==> src/rtl/fram_cycle_ctrl.sv <==
module fram_cycle_ctrl #(
  parameter int AW       = 15,
  parameter int DW       = 8,
  parameter int ACC_CLKS = 4,
  parameter int PRE_CLKS = 3
) (
  input  logic          clk,
  input  logic          rst_n,
  input  logic          host_req,
  input  logic          host_wr,
  input  logic [AW-1:0] host_addr,
  input  logic [DW-1:0] host_wdata,
  output logic          host_ready,
  output logic [DW-1:0] host_rdata,
  output logic          host_rvalid,
  output logic          mem_ce_n,
  output logic          mem_we_n,
  output logic          mem_oe_n,
  output logic [AW-1:0] mem_addr,
  output logic [DW-1:0] mem_dq_out,
  output logic          mem_dq_oe,
  input  logic [DW-1:0] mem_dq_in
);
  localparam int CNT_MAX = (ACC_CLKS > PRE_CLKS) ? ACC_CLKS : PRE_CLKS;
  localparam int CW      = $clog2(CNT_MAX + 1);

  typedef enum logic [1:0] {S_IDLE, S_SETUP, S_ACC, S_PRE} st_t;

  st_t           st;
  logic [CW-1:0] cnt;
  logic          is_wr;

  assign host_ready = (st == S_IDLE);

  always_ff @(posedge clk) begin
    if (!rst_n) begin
      st          <= S_IDLE;
      cnt         <= '0;
      is_wr       <= 1'b0;
      mem_ce_n    <= 1'b1;
      mem_we_n    <= 1'b1;
      mem_oe_n    <= 1'b1;
      mem_dq_oe   <= 1'b0;
      mem_addr    <= '0;
      mem_dq_out  <= '0;
      host_rdata  <= '0;
      host_rvalid <= 1'b0;
    end else begin
      host_rvalid <= 1'b0;
      case (st)
        S_IDLE: begin
          if (host_req) begin
            st         <= S_SETUP;
            mem_addr   <= host_addr;
            is_wr      <= host_wr;
            mem_we_n   <= ~host_wr;
            mem_dq_oe  <= host_wr;
            mem_dq_out <= host_wdata;
          end
        end
        S_SETUP: begin
          st       <= S_ACC;
          mem_ce_n <= 1'b0;
          mem_oe_n <= is_wr;
          cnt      <= CW'(ACC_CLKS - 1);
        end
        S_ACC: begin
          if (cnt == '0) begin
            st        <= S_PRE;
            mem_ce_n  <= 1'b1;
            mem_we_n  <= 1'b1;
            mem_oe_n  <= 1'b1;
            mem_dq_oe <= 1'b0;
            cnt       <= CW'(PRE_CLKS - 1);
            if (!is_wr) begin
              host_rdata  <= mem_dq_in;
              host_rvalid <= 1'b1;
            end
          end else begin
            cnt <= cnt - 1'b1;
          end
        end
        default: begin
          if (cnt == '0) st <= S_IDLE;
          else           cnt <= cnt - 1'b1;
        end
      endcase
    end
  end
endmodule


==> config.mk <==
export PLATFORM = sky130hd
export DESIGN_NAME = fram_cycle_ctrl
export DESIGN_NICKNAME = d
export VERILOG_FILES = /design/src/rtl/fram_cycle_ctrl.sv
export SDC_FILE = /design/constraint.sdc
export NUM_CORES = 1
export LEC_CHECK = 0
export BUFFER_PORTS_ARGS = -buffer_cell sky130_fd_sc_hd__buf_2
export CORE_AREA = 8 8 65 73
export CTS_CLUSTER_SIZE = 14
export DETAILED_ROUTE_END_ITERATION = 8
export DIE_AREA = 0 0 73 81
export PLACE_DENSITY = 0.9
export SLEW_MARGIN = 20
export SYNTH_ARGS = -nofsm -noshare
export SYNTH_HDL_FRONTEND = slang
export SYNTH_SLANG_ARGS = --single-unit
==> constraint.sdc <==
create_clock -name clk -period 2.9 [get_ports clk]
set_input_delay 0.29 -clock clk [delete_from_list [all_inputs] [get_ports clk]]
set_output_delay 0.29 -clock clk [all_outputs]
set_load 0.005 [all_outputs]
==> metrics.md <==
| Metric | Value |
|---|---|
| Antenna-violating nets left | 0 |
| Worst endpoint required time | 3.11 ns |
| Number of flops mapped to enable cells by yosys | 0 |
| P_int | 1183 uW |
| Worst skew pair latency | 0.28 ns |
| Worst setup EP type | flip-flop |
| Number of remaining DRC errors | 0 |
| Syn. warnings | 0 |
| Full die area | 0.005913 mm2 |
| Fin Setup TNS | 0 ns |
| Area of the core | 0.003540 mm2 |
| Cells after Synth | 209 |
| Total grt overflow | 0 |
| CTS tree | yes |
| Max FO, Critical Path | 24 |
| Combinational Power Share | 0.385 |
| Area Overhead vs Synth | 26.60% |
| Crit Path Class | reg -> reg |
| Slew HR | 0.4470 |
| Hpwl dp | 3.028 mm |
| Period minus WS final | 1.849 ns |
| Clock transition at path regs | 0.07 ns |
| Vias per cell | 4.850 |
| Final GP Congestion | 0.7757 |
| Max-slew violations | 0 |
| Pre-antenna DRT Iters | 4 |
| Share of layout cells above drive strength 1 | 0.2888 |
| DRT iter0 DRCs | 104 |
| Die height | 81 um |
| Total number of vias | 1586 |
| P_leak | 0.0009974 uW |
| Drt wl/cell | 12.65 um |
| First-pass GRT wire length | 6.755 mm |
| Post-CTS setup buffer count | 0 |
| Synthesized net count | 250 |
| Slowest CP cell | and2_1 |
| Sequential power share | 0.415 |
| Nets@finish | 317 |
| PwrDens | 849.8 mW/mm2 |
| Status | complete, no violations |
| Hold-fix buffers, CTS | 0 |
| Slowest cell delay on critical path | 0.72 ns |
| MaxCap Viol Count | 0 |
| Worst Tran Pin Value | 0.8295 ns |
| GRT Overall Usage | 0.1419 |
| Maximum VDD drop | 564.2 uV |
| Total wire length | 4.136 mm |
| Initial antenna violation count | 0 |
| Horiz. Die Dim | 73 um |
| CTS root buf | clkbuf_8 |
| CTS buffer count | 5 |
| Yosys cell types | 26 |
| Most used DFF post-synth | dfxtp_1 |
| Crit path cell chain | inv_1 > ha_1 > and2_1 > nand2_1 > a21boi_0 |
| Site Rows | 23 |
| Post-CTS Resized | 0 |
| Crit start category | flip-flop |
| Sink Count | 42 |
| RSZ-0062 raised after global routing | false |
| FF+latch count, synth | 42 |
| Vias in the first global route | 1600 |
| Sequential share of the synthesized area | 0.4831 |
| Sw Ratio | 0.3679 |
| Final setup viols | 0 |
| Final number of hold-violating endpoints | 0 |
| Final period util | 0.6377 |
| Port-buffer cells | 71 |
| I/O pin cnt | 72 |
| Largest net degree at the start of global routing | 47 |
| # diodes | 0 |
| CTS max path bufs | 2 |
| Async S/R FF share, synth | 0 |
| Starting Density | 0.4917 |
| Switching pwr | 688.9 uW |
| Worst hold path type | in -> reg |
| Final Skew | 0.003932 ns |
| H-Tree Depth | 2 |
| Clock power share | 0.200 |
| Syn Std Cell Area | 0.001740 mm2 |
| WP data arrival | 2.06 ns |
| Fmax | 540.7 MHz |
| Synthesized area per cell | 8.327 um2 |
| Hold WS | 0.2377 ns |
-- sequential cells by signal (all words and copies together), names as in the netlist --
| name | cells |
|---|---|
| is_wr | 1 |
| mem_oe_n | 1 |
| mem_dq_oe | 1 |
| mem_addr | 15 |
| cnt | 3 |
| st | 2 |
| mem_we_n | 1 |
| mem_dq_out | 8 |
| host_rvalid | 1 |
| mem_ce_n | 1 |
| host_rdata | 8 |
-- worst max-delay path: cells and delay by family (launching register included) --
family	cells	cell delay, ns
AOI/OAI and AO/OA	1	0.17
buffers and inverters	1	0.11
and+or+nand+nor	2	0.86
adders and majority gates	1	0.29
DFF	1	0.36
-- area by class of cell --
class,count,area (um2)
Inverter,5,18.77
Timing Repair Buffer,71,355.3
Sequential cell,42,840.8
Clock buffer,7,86.33
Tap cell,50,62.56
Clock inverter,1,5.005
Multi-Input combinational cell,151,834.6
Fill cell,337,1336
-- cells by family after synthesis --
family	count (synthesis)	share of synthesized area
buf+inv	16	0.03738
flops	42	0.4831
fa+ha+maj	6	0.04313
simple gates	94	0.2336
compound gates	51	0.2027
-- cell usage in the layout, fill, tap and decap left out, drive strengths merged --
cell and instances:
inv 5, a31oi 2, ha 6, o21ai 8, a21oi 4, o21bai 1
a311oi 1, clkinv 1, a211oi 1, nor3 2, nor2 5, a21boi 33
a22o 1, nand3 4, and2 2, nand2b 2, or3 1, buf 71
nor2b 5, nand4 2, dfxtp 42, nand2 70, nand4b 1, clkbuf 7
-- routing by layer --
metal  wire (um)  track usage  vias to the layer above
met5           0            0                        -
li1            -            -                      824
met4          70      0.06413                        0
met1        1781       0.1435                      711
met2        1977       0.2578                       47
met3         306      0.04803                        4
-- through the flow --
stage,power [uW],cell area [um2],std cells,util,worst slack [ns]
2_1_floorplan,1285,1740,209,-,1.399
3_3_place_gp,1487,2112,319,0.5967,1.182
3_5_place_dp,1515,2112,319,0.5967,1.060
4_1_cts,1893,2203,327,0.6225,1.038
5_1_grt,2032,2203,327,0.6225,0.7906
6_report,1872,2203,327,0.6225,1.051
-- worst paths after layout --
path / from / endpoint / slack, ns / cells past startpoint
worst min-delay path: mem_dq_in[4] / host_rdata[4] / 0.24 / 3
worst max-delay path: st[0] / mem_addr[0] / 1.05 / 5
worst min register to register: host_rdata[4] / host_rdata[4] / 0.45 / 2
worst max register to register: st[0] / mem_addr[0] / 1.05 / 5
-- cell usage after synthesis, drive strengths merged (4+ instances only) --
| cell | n | area share |
|---|---|---|
| dfxtp | 42 | 0.48 |
| nor2 | 5 | 0.011 |
| o21ai | 8 | 0.023 |
| a21oi | 4 | 0.012 |
| clkbuf | 7 | 0.015 |
| buf | 4 | 0.012 |
| ha | 6 | 0.043 |
| nand3 | 4 | 0.012 |
| inv | 5 | 0.011 |
| a21boi | 33 | 0.14 |
| nand2 | 70 | 0.15 |
| nor2b | 5 | 0.018 |
-- power groups by stage --
stage / clock (uW) / combinational (uW) / sequential [uW]
2_1_floorplan: 0 / 491 / 794
3_3_place_gp: 0 / 704 / 784
3_5_place_dp: 0 / 725 / 790
4_1_cts: 387 / 729 / 777
5_1_grt: 409 / 828 / 795
6_report: 374 / 722 / 777
No activity file was read; power rests on OpenSTA's default activity.
